--- src/rtl/dlc_pkg.sv ---
package dlc_pkg;
   typedef enum logic [1:0] {
      ST_IDLE    = 2'd0,
      ST_ARMED   = 2'd1,
      ST_READOUT = 2'd2,
      ST_DONE    = 2'd3
   } dlc_state_e;
endpackage

--- src/rtl/dlc_seq_fsm.sv ---
module dlc_seq_fsm
   import dlc_pkg::*;
(
   input  logic       clk,
   input  logic       rst_n,
   input  logic       arm_req,
   input  logic       trig,
   input  logic       done_ack,
   input  logic       last_shift,
   output dlc_state_e state_q,
   output logic       arm_take
);
   dlc_state_e state_d;

   assign arm_take = (state_q == ST_IDLE) && arm_req;

   always_comb begin
      state_d = state_q;
      case (state_q)
         ST_IDLE:    if (arm_req)    state_d = ST_ARMED;
         ST_ARMED:   if (trig)       state_d = ST_READOUT;
         ST_READOUT: if (last_shift) state_d = ST_DONE;
         ST_DONE:    if (done_ack)   state_d = ST_IDLE;
         default:                    state_d = ST_IDLE;
      endcase
   end

   always_ff @(posedge clk) begin
      if (!rst_n) state_q <= ST_IDLE;
      else        state_q <= state_d;
   end
endmodule

--- src/rtl/dlc_slow_tick.sv ---
module dlc_slow_tick #(
   parameter int RD_DIV = 4
) (
   input  logic clk,
   input  logic rst_n,
   input  logic run,
   output logic tick
);
   generate
      if (RD_DIV == 1) begin : g_every
         assign tick = run;
      end else begin : g_count
         localparam int CNT_W = $clog2(RD_DIV);
         logic [CNT_W-1:0] cnt_q;
         logic             wrap;
         assign wrap = (cnt_q == CNT_W'(RD_DIV - 1));
         assign tick = run && wrap;
         always_ff @(posedge clk) begin
            if (!rst_n || !run) cnt_q <= '0;
            else if (wrap)      cnt_q <= '0;
            else                cnt_q <= cnt_q + CNT_W'(1);
         end
      end
   endgenerate
endmodule

--- src/rtl/dlc_decim.sv ---
module dlc_decim #(
   parameter  int DEPTH   = 512,
   parameter  int MAX_DEC = 8,
   localparam int IDX_W   = $clog2(DEPTH),
   localparam int DEC_W   = $clog2(MAX_DEC + 1)
) (
   input  logic             clk,
   input  logic             rst_n,
   input  logic             load,
   input  logic [DEC_W-1:0] dec_in,
   input  logic             run,
   input  logic             tick,
   output logic             shift_stb,
   output logic             conv_stb,
   output logic [IDX_W-1:0] sample_idx,
   output logic             last_shift
);
   logic [IDX_W-1:0] pos_q;
   logic             hit;

   assign last_shift = tick && (pos_q == IDX_W'(DEPTH - 1));

   always_ff @(posedge clk) begin
      if (!rst_n || !run) pos_q <= '0;
      else if (tick)      pos_q <= pos_q + IDX_W'(1);
   end

   generate
      if (MAX_DEC == 1) begin : g_roll_only
         assign hit = 1'b1;
      end else begin : g_refresh
         logic [DEC_W-1:0] dec_eff;
         logic [DEC_W-1:0] dec_q;
         logic [DEC_W-1:0] ofs_q;
         logic [DEC_W-1:0] ph_q;

         always_comb begin
            if (dec_in == '0)                   dec_eff = DEC_W'(1);
            else if (dec_in > DEC_W'(MAX_DEC))  dec_eff = DEC_W'(MAX_DEC);
            else                                dec_eff = dec_in;
         end

         assign hit = (ph_q == ofs_q);

         always_ff @(posedge clk) begin
            if (!rst_n) begin
               dec_q <= DEC_W'(1);
               ofs_q <= '0;
               ph_q  <= '0;
            end else begin
               if (load) begin
                  dec_q <= dec_eff;
                  if (dec_eff != dec_q) ofs_q <= '0;
               end
               if (last_shift)
                  ofs_q <= (ofs_q == dec_q - DEC_W'(1)) ? '0 : ofs_q + DEC_W'(1);
               if (!run)
                  ph_q <= '0;
               else if (tick)
                  ph_q <= (ph_q == dec_q - DEC_W'(1)) ? '0 : ph_q + DEC_W'(1);
            end
         end
      end
   endgenerate

   always_ff @(posedge clk) begin
      if (!rst_n) begin
         shift_stb  <= 1'b0;
         conv_stb   <= 1'b0;
         sample_idx <= '0;
      end else begin
         shift_stb <= tick;
         conv_stb  <= tick && hit;
         if (tick && hit) sample_idx <= pos_q;
      end
   end
endmodule

--- src/rtl/dlc_readout_seq.sv ---
module dlc_readout_seq
   import dlc_pkg::*;
#(
   parameter  int DEPTH   = 512,
   parameter  int MAX_DEC = 8,
   parameter  int RD_DIV  = 4,
   localparam int IDX_W   = $clog2(DEPTH),
   localparam int DEC_W   = $clog2(MAX_DEC + 1)
) (
   input  logic             clk,
   input  logic             rst_n,
   input  logic             arm_req,
   input  logic             trig,
   input  logic             done_ack,
   input  logic [DEC_W-1:0] dec_factor,
   output logic             fast_clk_run,
   output logic             clk_sel_slow,
   output logic             shift_stb,
   output logic             conv_stb,
   output logic [IDX_W-1:0] sample_idx,
   output logic             done
);
   generate
      if (DEPTH < 2)                    begin : g_bad_depth $error("DEPTH must be at least 2"); end
      if (MAX_DEC < 1 || MAX_DEC > DEPTH) begin : g_bad_dec $error("MAX_DEC must be in 1..DEPTH"); end
      if (RD_DIV < 1)                   begin : g_bad_div   $error("RD_DIV must be at least 1"); end
   endgenerate

   dlc_state_e state_q;
   logic       arm_take;
   logic       last_shift;
   logic       tick;
   logic       in_readout;

   assign in_readout   = (state_q == ST_READOUT);
   assign fast_clk_run = (state_q == ST_ARMED);
   assign clk_sel_slow = in_readout;
   assign done         = (state_q == ST_DONE);

   dlc_seq_fsm u_fsm (
      .clk        (clk),
      .rst_n      (rst_n),
      .arm_req    (arm_req),
      .trig       (trig),
      .done_ack   (done_ack),
      .last_shift (last_shift),
      .state_q    (state_q),
      .arm_take   (arm_take)
   );

   dlc_slow_tick #(.RD_DIV(RD_DIV)) u_tick (
      .clk   (clk),
      .rst_n (rst_n),
      .run   (in_readout),
      .tick  (tick)
   );

   dlc_decim #(.DEPTH(DEPTH), .MAX_DEC(MAX_DEC)) u_decim (
      .clk        (clk),
      .rst_n      (rst_n),
      .load       (arm_take),
      .dec_in     (dec_factor),
      .run        (in_readout),
      .tick       (tick),
      .shift_stb  (shift_stb),
      .conv_stb   (conv_stb),
      .sample_idx (sample_idx),
      .last_shift (last_shift)
   );
endmodule

--- config.mk ---
export PLATFORM = sky130hd
export DESIGN_NAME = dlc_readout_seq
export DESIGN_NICKNAME = d
export VERILOG_FILES = /design/src/rtl/dlc_pkg.sv /design/src/rtl/dlc_seq_fsm.sv /design/src/rtl/dlc_slow_tick.sv /design/src/rtl/dlc_decim.sv /design/src/rtl/dlc_readout_seq.sv
export SDC_FILE = /design/constraint.sdc
export NUM_CORES = 1
export LEC_CHECK = 0
export ABC_AREA = 1
export BUFFER_PORTS_ARGS = -buffer_cell sky130_fd_sc_hd__buf_2
export CORE_ASPECT_RATIO = 1.25
export CORE_MARGIN = 2
export CORE_UTILIZATION = 51
export CTS_CLUSTER_SIZE = 10
export DETAILED_ROUTE_END_ITERATION = 6
export GPL_ROUTABILITY_DRIVEN = 0
export GPL_TIMING_DRIVEN = 0
export PLACE_DENSITY = 0.75
export SYNTH_ARGS = -nofsm -noshare
export SYNTH_HDL_FRONTEND = slang
export SYNTH_SLANG_ARGS = --single-unit
--- constraint.sdc ---
create_clock -name clk -period 1.43 [get_ports clk]
set_input_delay 0.286 -clock clk [delete_from_list [all_inputs] [get_ports clk]]
set_output_delay 0.286 -clock clk [all_outputs]
set_load 0.02 [all_outputs]
---- Yosys cells after proc, flatten, opt, wreduce, memory -nomap -nowiden ----
Index checks and enable logic that the tools add are counted.
operators by class
  $add $sub $neg .......................... 5
  $lt $le $gt $ge ......................... 1
  equal/unequal tests ..................... 13
  muxes and demuxes ....................... 12
  reductions and logical operators ........ 15
operators by type and width
  cell                                                  count
  two-way mux 4 bit                                     7
  equality test 4 bit                                   3
  adder 9 x 1 -> 9 bit (second input constant)          1
  equality test 9 bit (second input constant)           1
  adder 4 x 1 -> 4 bit (second input constant)          2
  two-way mux 2 bit                                     4
  inequality test 2 bit (second input constant)         4
  one-hot mux 2 bit (4 select lines)                    1
  equality test 2 bit (second input constant)           3
  > comparator 4 bit (second input constant)            1
  logical AND 1 bit                                     4
  logical NOT 4 bit                                     1
  inequality test 4 bit                                 1
  AND reduction 2 bit                                   2
  AND reduction 4 bit                                   1
  nonzero test 2 bit                                    2
  subtractor 4 x 1 -> 4 bit (second input constant)     1
  adder 2 x 1 -> 2 bit (second input constant)          1
  equality test 2 x 1 -> 1 bit (second input constant)  1
  logical NOT 1 bit                                     2
  logical NOT 2 bit                                     1
  OR reduction 2 bit                                    1
  logical OR 1 bit                                      1
word-level totals
  flip-flop bits (word level) ............. 36
  bits of input ports ..................... 9
  output and inout bits ................... 14
  logic and storage cells ................. 55

---- Longest topological paths before layout ----
  depth after elaboration ................. 7
  depth in mapped cells ................... 11

---- Cells and area by module ----
From an unflattened synthesis, not the netlist that was laid out.
unflattened totals
  cell total of the unflattened synthesis .. 279
  area, all modules ....................... 1933.1 um^2
by module, submodules not included
  module           times used  cells each  area an instance (um^2)
  dlc_decim        1           232         1629.1
  dlc_seq_fsm      1           31          196.4
  dlc_slow_tick    1           10          85.1
  dlc_readout_seq  1           6           22.5

---- Least setup slack after synthesis ----
Ideal clock, no wire load.
  path kind ............................... register to register
  from .................................... reg u_fsm.state_q[0]
  to ...................................... reg u_decim.pos_q[7]
  arrival ................................. 1.441 ns
  setup slack ............................. -0.132 ns
  cell stages (with the launch flop) ...... 10
  period minus slack after synthesis ...... 1.562 ns
  path through ............................ dfxtp_1 inv_1 ha_1 nand2_4 nor2_2 nand2_1 inv_2 nand3_2 nor3_1 nor3_2
between the ends
  cells in the longest elaborated chain, start to end .. 3
  elaborated cells between the ends (all ways) .. 4
  classes of those cells .................. eq/ne (1); reduce/logical (3)
ends and longest elaborated chain
  what                      RTL line               RTL
  start: declaration        dlc_seq_fsm.sv:10      output dlc_state_e state_q,
  start signal: assignment  dlc_seq_fsm.sv:30      else state_q <= state_d;
  equality test 2 bit (*)   dlc_readout_seq.sv:35  assign in_readout = (state_q == ST_READOUT);
  via clk_sel_slow          dlc_readout_seq.sv:17  output logic clk_sel_slow,
  logical NOT 1 bit         dlc_decim.sv:24        if (!rst_n || !run) pos_q <= '0;
  logical OR 1 bit          dlc_decim.sv:24
  end signal: assignment    dlc_decim.sv:25        else if (tick) pos_q <= pos_q + IDX_W'(1);
  end: declaration          dlc_decim.sv:18        logic [IDX_W-1:0] pos_q;
The timed path passes the listed nets; every way through them passes the cells marked *.
A chain may end at the register's enable or synchronous reset.

---- Final worst setup path ----
  from .................................... reg u_decim.pos_q[4]
  to ...................................... reg u_fsm.state_q[1]
between the ends
  cells in the longest elaborated chain, start to end .. 4
ends and longest elaborated chain
  what                             RTL line         RTL
  equality test 9 bit              dlc_decim.sv:21  assign last_shift = tick && (pos_q == IDX_W'(DEPTH - 1));
  logical AND 1 bit                dlc_decim.sv:21
  inequality test 2 bit (no line)  n/a
  AND reduction 4 bit (no line)    n/a
Every way passes these cells.

==> flow_summary.json <==
{
  "status": "finished, violations left",
  "violations": "setup timing",
  "ys_top_cells_by_count": "dfxtp_1 (36), nand2_1 (36), inv_1 (35)",
  "die-area_mm2": 0.00421,
  "clkSinkCount": 36,
  "dp_hpwl_um": 2810,
  "coreArea_mm2": 0.00351,
  "peakVddDrop_mv": 0.986,
  "row_count": 24,
  "cts_tree": "built",
  "dp_slack_ns": -0.172,
  "final_util_pct": 73.0,
  "ant_nets": 0,
  "final_layout_size_suffix_gt1_share_pct": 38.9,
  "grt_pass1_wl_um": 7270,
  "cts_buffer_depth": 2,
  "grt_antenna_before_repair": 0,
  "path_class": "reg -> reg",
  "p_leak_nw": 1.07,
  "swShare_pct": 36.2,
  "p_int_mw": 1.84,
  "h-tree-depth": 2,
  "hold_class": "in -> reg",
  "wl_per_cell_um": 14.7,
  "hold_violations": 0,
  "synth_cell_types": 27,
  "fmax_mhz": 634,
  "netlist_instances": 254,
  "yosysWarnings": 0,
  "track_usage_pct": 22.7,
  "final_net_count": 323,
  "synth_ff_type": "dfxtp_1",
  "io_buffer_count": 22,
  "startpoint_type": "register",
  "worst-endpoint-arrival_ns": 1.76,
  "clk_pin_slew_ns": 0.07,
  "first_iter_violations": 95,
  "worst_clock_skew_ns": 0.00228,
  "grt_pass1_vias": 1660,
  "finalSetupViolations": 18,
  "die_y_um": 72.1,
  "drv_cap": 0,
  "slew_headroom_pct": 55.6,
  "min_period_ns": 1.58,
  "synth_area_leaders": "dfxtp_1 (38%), ha_1 (7.3%), nand2_1 (7.2%)",
  "finalWirelength_um": 5040,
  "p_comb_share_pct": 35.8,
  "area_delta_synth_final_pct": 35.7,
  "cp_max_fo": 5,
  "cp.required_ns": 1.61,
  "route.detailed.drc": 0,
  "rsz0062_at_grt": "yes",
  "p_switching_mw": 1.04,
  "cts_buffers": 5,
  "synth_fp_nets": 274,
  "synth-seq-area-share_pct": 38.1,
  "io_pins": 23,
  "synth_area_mm2": 0.00189,
  "start_util_pct": 53.8,
  "dr.pass1.iters": 6,
  "power.density_mw_per_mm2": 1120,
  "clock_latency_ns": 0.29,
  "routed_via_density": 5.49,
  "setup_ws_ns": -0.148,
  "period_share_pct": 110,
  "holdBufCountCts": 0,
  "grt_overflow_total": 0,
  "p_total_mw": 2.88,
  "ys_async_sr_fraction_pct": 0,
  "worstMarginPinSlew_ns": 0.667,
  "pwr-share-clk_pct": 24.2,
  "antenna_cells": 0,
  "post-synth-top-area-cell": "dfxtp_1",
  "seq_power_share_pct": 40.1,
  "via_count": 1877,
  "syn_avg_cell_area_um2": 7.44,
  "ys_ff_latch": 36,
  "die-width_um": 58.4,
  "synth_largest_type_area_fraction_pct": 38.1,
  "cts_root_buf": "clkbuf_8",
  "grt_max_degree": 11,
  "cp-end-kind": "register",
  "synth_edf_count": 0,
  "drv_slew": 0
}
## sequential cells by signal, indices dropped and copies added (netlist names)
register,count
u_tick.g_count.cnt_q,2
u_decim.conv_stb,1
u_decim.sample_idx,9
u_fsm.state_q,2
u_decim.g_refresh.ph_q,4
u_decim.g_refresh.dec_q,4
u_decim.pos_q,9
u_decim.shift_stb,1
u_decim.g_refresh.ofs_q,4
## worst paths after layout
path | startpoint | to | slack [ns] | cells past startpoint
setup / recovery | u_decim.pos_q[4] | u_fsm.state_q[1] | -0.15 | 8
setup reg to reg | u_decim.pos_q[4] | u_fsm.state_q[1] | -0.15 | 8
hold reg to reg | u_decim.sample_idx[4] | u_decim.sample_idx[4] | 0.45 | 2
hold / removal | rst_n | u_decim.g_refresh.dec_q[1] | 0.28 | 3
## per-stage QoR
stage | std cells | cell area (um^2) | TNS [ns] | hold WS, ns
after floorplan | 254 | 1940 | 0 | 0.399
after global placement | 315 | 2090 | -2.36 | 0.417
after detailed placement | 315 | 2090 | -2.75 | 0.426
after CTS | 329 | 2300 | -0.677 | 0.279
after global routing | 342 | 2560 | -2.47 | 0.285
final | 342 | 2560 | -0.841 | 0.277
## timing repair
action                     4_1_cts  5_1_grt
pin swaps                        4       13
resized for setup               28       43
gates cloned                     1        1
setup endpoints to repair       25       33
setup buffers                    6       12
## cell usage in the layout (no fill, tap or decap), types with 3 or more instances in the layout
cell type,n
nand3_1,17
a21oi_1,12
buf_2,21
a21oi_2,12
xnor2_1,3
inv_1,28
nand3_4,3
o21ai_2,8
nand2_2,7
dfxtp_2,4
dfxtp_1,28
inv_2,7
inv_4,3
nand2_1,29
clkbuf_8,5
o21ai_1,5
nand2_4,3
buf_4,16
nor2_1,29
ha_1,5
ha_4,4
o21ai_0,13
dfxtp_4,4
xor2_1,8
## cell type report
cell class	count	area, um^2
tap	39	48.8
clock inverter	1	5.00
buffer	2	23.8
clock buffer	6	72.6
sequential	36	741
multi-input combinational	177	1210
timing repair buffer	41	293
inverter	40	168
fill	248	950
## cell families after synthesis
family | Yosys count | synth area share (%)
AOI/OAI and AO/OA | 55 | 17.0
xor gates and xnor gates | 11 | 5.10
adders and majority gates | 11 | 7.28
buffers and inverters | 42 | 8.74
DFF | 36 | 38.1
and+or+nand+nor | 99 | 23.8
## power groups by stage
stage / sequential [mW] / clock [mW] / combinational [mW]
after global placement: 1.14 / 0 / 0.715
after global routing: 1.16 / 0.737 / 1.13
after floorplan: 1.13 / 0 / 0.583
after CTS: 1.13 / 0.687 / 0.824
after detailed placement: 1.15 / 0 / 0.727
final: 1.15 / 0.696 / 1.03
## metal layers
metal	vias up	track usage, %	routed length [um]
met5	-	0	0
met4	0	10.6	156
met3	13	6.77	281
met2	64	40.4	2620
met1	880	24.0	1980
li1	920	-	-
## critical path, cell delays in order (launching register included)
cell and delay, ns:
dfxtp_1 0.50, nand3_4 0.11, nor4_2 0.17, ha_2 0.25
nand2_4 0.09, nand2_4 0.07, nand2_4 0.07, o21ai_2 0.15
a21oi_1 0.05
No activity file was read; power rests on OpenSTA's default activity.
